===== src/rtl/pwr_level_ctrl.sv =====
module pwr_level_ctrl #(
  parameter int NWAKE   = 4,
  parameter int DIVW    = 4,
  parameter int LOW_DIV = 9
) (
  input  logic             clk,
  input  logic             rst_n,
  input  logic             mode_wr,
  input  logic [2:0]       mode_wdata,
  input  logic             mgmt_irq,
  input  logic             resume_cmd,
  input  logic [NWAKE-1:0] wake_evt,
  input  logic [NWAKE-1:0] wake_en,
  output logic [5:0]       clk_en,
  output logic             rtc_clk_en,
  output logic             mem_clk_en,
  output logic [DIVW-1:0]  cpu_div_sel,
  output logic [2:0]       status_mode,
  output logic             status_busy,
  output logic             in_mgmt,
  output logic [NWAKE-1:0] wake_cause
);
  localparam int NDOM   = 6;
  localparam int CW     = $clog2(NDOM + 1);
  localparam int N_DOZE = 3;
  localparam int N_SLP  = 5;
  localparam int N_SUS  = NDOM;

  localparam logic [2:0] M_FULL = 3'd0;
  localparam logic [2:0] M_LOW  = 3'd1;
  localparam logic [2:0] M_DOZE = 3'd2;
  localparam logic [2:0] M_SLP  = 3'd3;
  localparam logic [2:0] M_SUS  = 3'd4;

  logic [2:0]       mode_q;
  logic             mgmt_q;
  logic [CW-1:0]    cur_n;
  logic [CW-1:0]    tgt_n;
  logic [NWAKE-1:0] cause_q;
  logic             wr_ok;
  logic             gated_mode;
  logic             wake_hit;

  function automatic logic [CW-1:0] gate_cnt(input logic [2:0] m);
    case (m)
      M_DOZE:  gate_cnt = CW'(N_DOZE);
      M_SLP:   gate_cnt = CW'(N_SLP);
      M_SUS:   gate_cnt = CW'(N_SUS);
      default: gate_cnt = '0;
    endcase
  endfunction

  assign wr_ok      = mode_wr && (mode_wdata <= M_SUS);
  assign gated_mode = (mode_q == M_DOZE) || (mode_q == M_SLP) || (mode_q == M_SUS);
  assign wake_hit   = !mgmt_q && gated_mode && |(wake_evt & wake_en);
  assign tgt_n      = mgmt_q ? '0 : gate_cnt(mode_q);

  always_ff @(posedge clk or negedge rst_n) begin
    if (!rst_n) begin
      cur_n <= '0;
    end else if (cur_n < tgt_n) begin
      cur_n <= cur_n + CW'(1);
    end else if (cur_n > tgt_n) begin
      cur_n <= cur_n - CW'(1);
    end
  end

  always_ff @(posedge clk or negedge rst_n) begin
    if (!rst_n) begin
      mode_q  <= M_FULL;
      mgmt_q  <= 1'b0;
      cause_q <= '0;
    end else if (mgmt_irq && !mgmt_q) begin
      mgmt_q <= 1'b1;
    end else if (mgmt_q) begin
      if (resume_cmd) begin
        mgmt_q <= 1'b0;
      end else if (wr_ok) begin
        mode_q  <= mode_wdata;
        cause_q <= '0;
      end
    end else if (wake_hit) begin
      mode_q  <= M_FULL;
      cause_q <= cause_q | (wake_evt & wake_en);
    end else if (wr_ok) begin
      mode_q  <= mode_wdata;
      cause_q <= '0;
    end
  end

  for (genvar i = 0; i < NDOM; i++) begin : g_dom
    assign clk_en[i] = (CW'(i) >= cur_n);
  end

  assign rtc_clk_en  = 1'b1;
  assign mem_clk_en  = 1'b1;
  assign cpu_div_sel = (!mgmt_q && mode_q == M_LOW) ? DIVW'(LOW_DIV) : '0;
  assign status_mode = mode_q;
  assign status_busy = (cur_n != tgt_n);
  assign in_mgmt     = mgmt_q;
  assign wake_cause  = cause_q;
endmodule



===== config.mk =====
export PLATFORM = sky130hd
export DESIGN_NAME = pwr_level_ctrl
export DESIGN_NICKNAME = d
export VERILOG_FILES = /design/src/rtl/pwr_level_ctrl.sv
export SDC_FILE = /design/constraint.sdc
export NUM_CORES = 1
export LEC_CHECK = 0
export ABC_AREA = 0
export BUFFER_PORTS_ARGS = -buffer_cell sky130_fd_sc_hd__buf_2
export CAP_MARGIN = 20
export CORE_MARGIN = 1
export CORE_UTILIZATION = 49
export DETAILED_ROUTE_END_ITERATION = 12
export PLACE_DENSITY = 0.84
export SYNTH_ARGS = -nofsm -noshare
export SYNTH_HDL_FRONTEND = slang
export SYNTH_SLANG_ARGS = --single-unit

===== constraint.sdc =====
create_clock -name clk -period 4.3 [get_ports clk]
set_clock_uncertainty 0.2 [all_clocks]
set_input_delay 0.215 -clock clk [delete_from_list [all_inputs] [get_ports clk]]
set_output_delay 0.215 -clock clk [all_outputs]
set_load 0.05 [all_outputs]

# Word level (Yosys, flattened, before mapping)
# Index checks and enable logic that the tools add are counted.
[classes]
n_addsub = 2
magnitude_cmp = 9
eq_ne = 6
mux = 16
bitwise = 3
reduce_logical = 11
[op_table]
columns = ["op", "n"]
rows = [
  ["$mux W3", 7],
  ["$mux W4", 5],
  ["$pmux W3 S3", 1],
  ["$eq A3 B2 Y1 const B", 2],
  ["$ge A1 B3 Y1 const A", 2],
  ["$ge A2 B3 Y1 const A", 2],
  ["$ge A3 B3 Y1 const A", 2],
  ["$logic_and A1 B1 Y1", 5],
  ["$and A4 B4 Y4", 1],
  ["$or A4 B4 Y4", 1],
  ["$reduce_or A4 Y1", 1],
  ["$add A3 B1 Y3 const B", 1],
  ["$eq A3 B1 Y1 const B", 1],
  ["$eq A3 B3 Y1 const B", 1],
  ["$gt A3 B3 Y1", 1],
  ["$le A3 B3 Y1 const B", 1],
  ["$lt A3 B3 Y1", 1],
  ["$mux W1", 3],
  ["$ne A3 B3 Y1", 1],
  ["$sub A3 B1 Y3 const B", 1],
  ["$logic_or A1 B1 Y1", 2],
  ["$ne A2 B2 Y1 const B", 1],
  ["$reduce_and A2 Y1", 1],
  ["$reduce_bool A2 Y1", 1],
  ["2 further kinds", 2],
]
[totals]
reg_bits = 11
input_bits = 16
output_inout_bits = 21
wordCells = 51

# Logic depth before layout (Yosys ltp)
# Gate-level depths: netlist of the first run.
[logic_depth]
word_depth = 7
ltp_mapped = 8
depth_no_buf = 8

# Worst setup path after synthesis of the first run
# OpenSTA, ideal clock, no wires.
[synth_path]
kind = "register -> output"
from = "register mgmt_q, in the netlist in_mgmt"
to = "output cpu_div_sel[3]"
t_arrival_ps = 2860
required_ps = 3885
setup_slack_ps = 1025
stages_incl_launch_ff = 3
path_buffers = 1
cell_sequence = "dfrtp_1 > nor4b_1 > buf_4"
[synth_via]
elab_chain_cells = 3
[synth_rtl]
columns = ["item", "line_no", "text"]
rows = [
  ["start, declared", "36", "logic mgmt_q;"],
  ["start signal, assigned", "71", "mgmt_q <= 1'b0;"],
  ["start signal, assigned", "74", "mgmt_q <= 1'b1;"],
  ["start signal, assigned", "77", "mgmt_q <= 1'b0;"],
  ["$logic_not A1 Y1", "97", "assign cpu_div_sel = (!mgmt_q && mode_q == M_LOW) ? DIVW'(LOW_DIV) : '0;"],
  ["$logic_and A1 B1 Y1", "97", ""],
  ["$mux W4", "97", ""],
  ["end, declared", "17", "output logic [DIVW-1:0] cpu_div_sel,"],
]
# No other way between the ends.

# Worst setup path in the final report of the first run
[layout_path]
from = "register mode_q[1], in the netlist status_mode[1]"
to = "output status_busy"
[layout_via]
elab_chain_cells = 4
word_cells_on_any_way = 6
classes_between = "eq/ne (4); mux (2)"
[layout_rtl]
columns = ["item", "line_no", "text"]
rows = [
  ["start, declared", "35", "logic [2:0] mode_q;"],
  ["start signal, assigned", "79", "mode_q <= mode_wdata;"],
  ["start signal, assigned", "86", "mode_q <= mode_wdata;"],
  ["$eq A3 B3 Y1 / $eq A3 B2 Y1 (equally long branches)", "45", "case (m)"],
  ["$pmux W3 S3 (*)", "45", ""],
  ["$mux W3 (*)", "56", "assign tgt_n = mgmt_q ? '0 : gate_cnt(mode_q);"],
  ["$ne A3 B3 Y1 (*)", "99", "assign status_busy = (cur_n != tgt_n);"],
  ["end, declared", "19", "output logic status_busy,"],
]
# Mark *: on every way between the ends. The rest lies on a longest branch, timed or not.

==> results.py, run 1 <==
metrics = {
    "worst_setup_path": {
        "crit_required_ps": 3880,
        "rrSetupSlack_ps": 1920,
        "arrival_ps": 2150,
        "r2r_cells": 8,
        "r2r-end": "cur_n[1]",
        "crit_path_end_kind": "primary output",
        "r2r_start": "status_mode[1]",
        "startpoint_type": "register",
        "critPathMaxFanout": 5,
        "path_class": "register to primary output",
    },
    "cts": {
        "clock_path_buffers": 2,
        "clockRootBuffer": "clkbuf_4",
        "cts.reportedPaths.clkPinSlew_ps": 70,
        "clock_latency_ps": 270,
        "cts.sinks": 11,
        "cts_tree": "built",
        "cts_setup_buffers": 0,
        "cts_inserted_buffers": 3,
        "htreeDepth": 1,
    },
    "placed_design": {
        "dp.cells": 134,
        "io_buffer_count": 32,
        "post-place-ws_ps": 1960,
        "hpwl_mm": 1.47,
        "place_area_um2": 975,
        "gp_congestion": 0.820,
    },
    "floorplanning": {
        "fp.dieH_um": 43.0,
        "initial_utilization": 0.535,
        "rows": 14,
        "die-area_mm2": 0.00185,
        "ios": 37,
        "fp.coreArea_mm2": 0.00154,
        "die_w_um": 43.0,
    },
    "global_route": {
        "grt_pass1_wl_mm": 3.05,
        "grt_pass1_vias": 703,
        "antenna_found_initial": 0,
        "grt_use_total": 0.214,
        "grt-ovfl-total": 0,
        "grt_max_degree": 12,
    },
    "pwr": {
        "p_sw_mw": 0.501,
        "total_power_mw": 0.846,
        "p_sw_frac": 0.592,
        "p_comb_frac": 0.687,
        "ir_worst_vdd_mv": 0.404,
        "seq_power_share": 0.228,
        "p_int_mw": 0.345,
        "p_leak_nw": 0.531,
        "clock_power_share": 0.084,
        "p_per_area_mw_per_mm2": 828,
    },
    "final_layout": {
        "layout_common_cells": "buf_2, nor2_1, dfrtp_1",
        "final_area_mm2": 0.00102,
        "final_util": 0.663,
        "final_cells": 140,
        "final_nets": 149,
        "antennaDiodeCount": 0,
        "fillers": 134,
        "regArea_um2": 275,
        "multi_input_area_um2": 504,
        "drive_gt1_frac": 0.339,
        "layout_commonest_cell": "buf_2",
        "syn_to_final_growth_pct": 24.0,
    },
    "synth": {
        "ys.flop_type": "dfrtp_1",
        "netlist_instances": 89,
        "ys_seq_area_frac": 0.334,
        "synth_edf_count": 0,
        "synthArstFlopShare": 1.00,
        "synth_top_cell_by_area": "dfrtp_1",
        "synth_cell_types": 34,
        "synth_warnings": 0,
        "syn_area_per_cell_um2": 9.26,
        "yosys.area.top_type_share": 0.334,
        "netlist_top_cells_area": "dfrtp_1, ha_1, nor2_1",
        "ys_ff_latch": 11,
        "syn_area_um2": 825,
    },
    "worst_hold_path": {
        "hold_depth": 3,
        "hold_path_class": "input port to register",
        "hold_end": "status_mode[0]",
        "hp-start": "mode_wdata[0]",
    },
    "drt": {
        "avgRoutedWirePerCell_um": 13.0,
        "drt_iter0_markers": 3,
        "via_per_inst": 5.59,
        "drcViolationCount": 0,
        "via_count": 783,
        "postRouteAntennaNets": 0,
        "dr.pass1.iters": 5,
        "wl_mm": 1.83,
    },
    "timing": {
        "fin_crit_ps": 2570,
        "rsz0062_at_grt": "false",
        "hold-worst-slack_ps": 33.1,
        "tns_ps": 0,
        "worst_slack_ps": 1730,
        "finalSetupViolations": 0,
        "fmax_mhz": 389,
        "min_period_over_period": 0.597,
        "finalMaxSlewViolations": 0,
        "hold_viol": 0,
    },
    "outcome": {
        "status": "complete, no violations",
    },
    "flow_run": {
        "drv_cap": 0,
    },
}
## worst max-delay path, stage by stage, from the launching register on
cell and delay, ps:
dfrtp_1 420, nor2b_1 340, nor2_1 60, or3_1 310, ha_1 300, nand3_1 160
buf_2 290
## power groups by stage
stage	combinational, mW	sequential (mW)	clock, mW
2_1_floorplan	0.386	0.263	0
3_3_place_gp	0.563	0.191	0
3_5_place_dp	0.580	0.194	0
4_1_cts	0.584	0.193	0.0732
5_1_grt	0.633	0.200	0.0786
6_report	0.582	0.193	0.0714
## sequential cells by signal (all words and copies together) (netlist names)
name,flops
wake_cause,4
status_mode,3
in_mgmt,1
cur_n,3
## cells in the mapped netlist, drive strengths merged, types with 2 or more instances
cell and n:
a22oi 2, o21ai 2, a21oi 3, a31oi 3, a311oi 2, nand2 6, ha 8, inv 4
xnor2 2, and2 2, nor2 14, a21o 2, o2bb2ai 2, buf 5, nor3b 2, dfrtp 11
a22o 2, nand3 3, conb 2
## worst max path at each step
stage | to | startpoint | slack, ps
after floorplan | cpu_div_sel[3] | in_mgmt | 1020
after global placement | cur_n[2] | status_mode[1] | 2070
after CTS | status_busy | status_mode[1] | 1740
final | status_busy | status_mode[1] | 1730
after detailed placement | cur_n[1] | status_mode[1] | 1960
after global routing | status_busy | status_mode[1] | 1610
## layout make-up
| type | instances | share of cell area |
|---|---|---|
| multi-input cells | 71 | 0.493 |
| flip-flops and latches | 11 | 0.269 |
| repair buffers | 34 | 0.176 |
| clock buffers | 3 | 0.0220 |
| well taps | 16 | 0.0196 |
| inverters | 4 | 0.0147 |
| clock inverters | 1 | 0.00490 |
## logic make-up (layout without fill, tap and decap cells)
| logic type | count (synthesis) | after routing | synth area share |
|---|---|---|---|
| xor gates and xnor gates | 2 | 2 | 0.0212 |
| and+or+nand+nor | 33 | 33 | 0.220 |
| DFF | 11 | 11 | 0.334 |
| adders and majority gates | 8 | 8 | 0.121 |
| AOI/OAI and AO/OA | 22 | 22 | 0.200 |
| other | 2 | 4 | 0.00911 |
| muxes | 2 | 2 | 0.0303 |
| buffers and inverters | 9 | 42 | 0.0637 |
## per-layer routing
metal | part of all wire | vias to the layer above | track usage | routed length (um)
met5 | 0 | - | 0 | 0
met4 | 0.0044 | 0 | 0.0182 | 8
met3 | 0.045 | 2 | 0.0638 | 82
met2 | 0.52 | 18 | 0.373 | 954
met1 | 0.43 | 381 | 0.272 | 780
li1 | - | 382 | - | -
## what timing repair did
action                                 4_1_cts  5_1_grt
hold buffers                                 2        0
gates resized for setup                      0        0
endpoints found under the hold margin       12        0
(Power assumes the default switching activity.)
==> run 2: changes to the inputs <==
Settings changed: CORE_UTILIZATION 49 to 41, PLACE_DENSITY 0.84 to 0.75.
Clock period 4.3 ns to 2.25 ns, I/O delays scaled along.
==> results.py, run 2 (same netlist as run 1, synthesis figures left out) <==
metrics = {
    "floorplanning": {
        "fp.coreArea_mm2": 0.00180,
        "initial_utilization": 0.458,
        "die_w_um": 46.8,
        "ios": 37,
        "rows": 15,
        "fp.dieH_um": 46.8,
        "die-area_mm2": 0.00219,
    },
    "cts": {
        "htreeDepth": 1,
        "clock_latency_ps": 280,
        "cts.sinks": 11,
        "cts_tree": "built",
        "clockRootBuffer": "clkbuf_4",
        "clock_path_buffers": 2,
        "cts_inserted_buffers": 3,
        "cts.reportedPaths.clkPinSlew_ps": 80,
    },
    "global_route": {
        "grt_use_total": 0.204,
        "grt_pass1_wl_mm": 3.04,
        "antenna_found_initial": 0,
        "grt-ovfl-total": 0,
        "grt_pass1_vias": 701,
        "grt_max_degree": 12,
    },
    "worst_setup_path": {
        "path_class": "register to register",
        "r2r_cells": 8,
        "r2r_start": "status_mode[2]",
        "startpoint_type": "register",
        "r2r-end": "cur_n[2]",
        "crit_path_end_kind": "register",
        "rrSetupSlack_ps": 60,
        "crit_required_ps": 2200,
        "critPathMaxFanout": 5,
        "arrival_ps": 2140,
    },
    "outcome": {
        "status": "complete, no violations",
    },
    "drt": {
        "avgRoutedWirePerCell_um": 13.6,
        "drcViolationCount": 0,
        "dr.pass1.iters": 4,
        "via_count": 864,
        "via_per_inst": 5.24,
        "drt_iter0_markers": 9,
        "wl_mm": 2.25,
        "postRouteAntennaNets": 0,
    },
    "timing": {
        "hold_viol": 0,
        "fmax_mhz": 457,
        "finalSetupViolations": 0,
        "hold-worst-slack_ps": 29.8,
        "finalMaxSlewViolations": 0,
        "rsz0062_at_grt": "true",
        "min_period_over_period": 0.972,
        "fin_crit_ps": 2190,
    },
    "placed_design": {
        "place_area_mm2": 0.00106,
        "gp_congestion": 0.773,
        "hpwl_mm": 1.49,
        "io_buffer_count": 32,
    },
    "final_layout": {
        "final_util": 0.702,
        "final_area_mm2": 0.00126,
        "syn_to_final_growth_pct": 53.4,
        "layout_commonest_cell": "buf_2",
        "layout_common_cells": "buf_2, dlygate4sd3_1, nor2_1",
        "largest_register_ffs": 4,
        "final_nets": 165,
        "drive_gt1_frac": 0.414,
        "antennaDiodeCount": 0,
    },
    "pwr": {
        "ir_worst_vdd_mv": 0.896,
        "p_leak_nw": 0.609,
        "p_per_area_mw_per_mm2": 1470,
    },
    "flow_run": {
        "drv_cap": 0,
    },
    "worst_hold_path": {
        "hold_path_class": "input port to asynchronous set/reset pin",
    },
}
-- run 2: cell count changes in the layout (fill, tap and decap cells not counted), moves of 2 or more --
cell / previous run / this run
ha_1: 8 / 6
dfrtp_1: 11 / 8
ha_4: 0 / 2
buf_4: 0 / 4
dlygate4sd3_1: 2 / 14
dfrtp_2: 0 / 3
-- run 2: layer usage --
| layer | global-route usage | up-vias | wire, um | share of wire |
|---|---|---|---|---|
| li1 | - | 412 | - | - |
| met1 | 0.229 | 409 | 941 | 0.42 |
| met2 | 0.331 | 35 | 1160 | 0.52 |
| met3 | 0.0808 | 8 | 89 | 0.040 |
| met4 | 0.114 | 0 | 57 | 0.025 |
| met5 | 0 | - | 0 | 0 |
-- run 2: cell type report --
| class | count | area, um2 |
|---|---|---|
| Clock buffer | 3 | 22.5 |
| Clock inverter | 1 | 5.00 |
| Fill cell | 140 | 537 |
| Inverter | 4 | 15.0 |
| Multi-Input combinational cell | 71 | 576 |
| Sequential cell | 11 | 279 |
| Tap cell | 25 | 31.3 |
| Timing Repair Buffer | 50 | 337 |
-- run 2: how the worst max path moves through the flow --
stage	startpoint	to	slack, ps	depth (start not counted)
final	status_mode[2]	cur_n[2]	60	8
after global routing	status_mode[2]	cur_n[2]	-20	8
after CTS	status_mode[1]	status_busy	6	6
after detailed placement	status_mode[1]	cur_n[2]	30	8
after global placement	status_mode[1]	cur_n[2]	60	8
after floorplan	in_mgmt	cpu_div_sel[3]	-130	2
-- run 2: per-stage QoR --
stage	cells	TNS, ps	setup WS (ps)	power [mW]
final	165	0	63.9	1.86
after CTS	164	0	6.31	1.81
after floorplan	91	-243	-132	1.35
after detailed placement	146	0	30.4	1.60
after global placement	146	0	58.8	1.57
after global routing	165	-19.4	-19.4	1.97
-- run 2: critical path: stages, from the launching register on --
cell and delay (ps):
dfrtp_2 430, nor3b_4 210, nor2_1 60, or3_4 340
ha_4 290, nand3b_1 90, and2_4 170, o21a_1 170
xnor2_1 110
-- run 2: what timing repair did --
| item | in CTS | in global routing |
|---|---|---|
| gates resized for setup | 3 | 3 |
| setup buffers | 0 | 1 |
| cloned | 0 | 0 |
| pin swaps | 0 | 4 |
| hold endpoints to repair | 19 | 0 |
| hold buffers | 14 | 0 |
| endpoints found under the setup margin | 1 | 4 |
-- run 2: power breakdown --
group / switching (mW) / internal, mW / total [mW]
sequential: 0.107 / 0.276 / 0.383
combinational: 0.856 / 0.481 / 1.34
clock: 0.0743 / 0.0660 / 0.140
total: 1.04 / 0.823 / 1.86
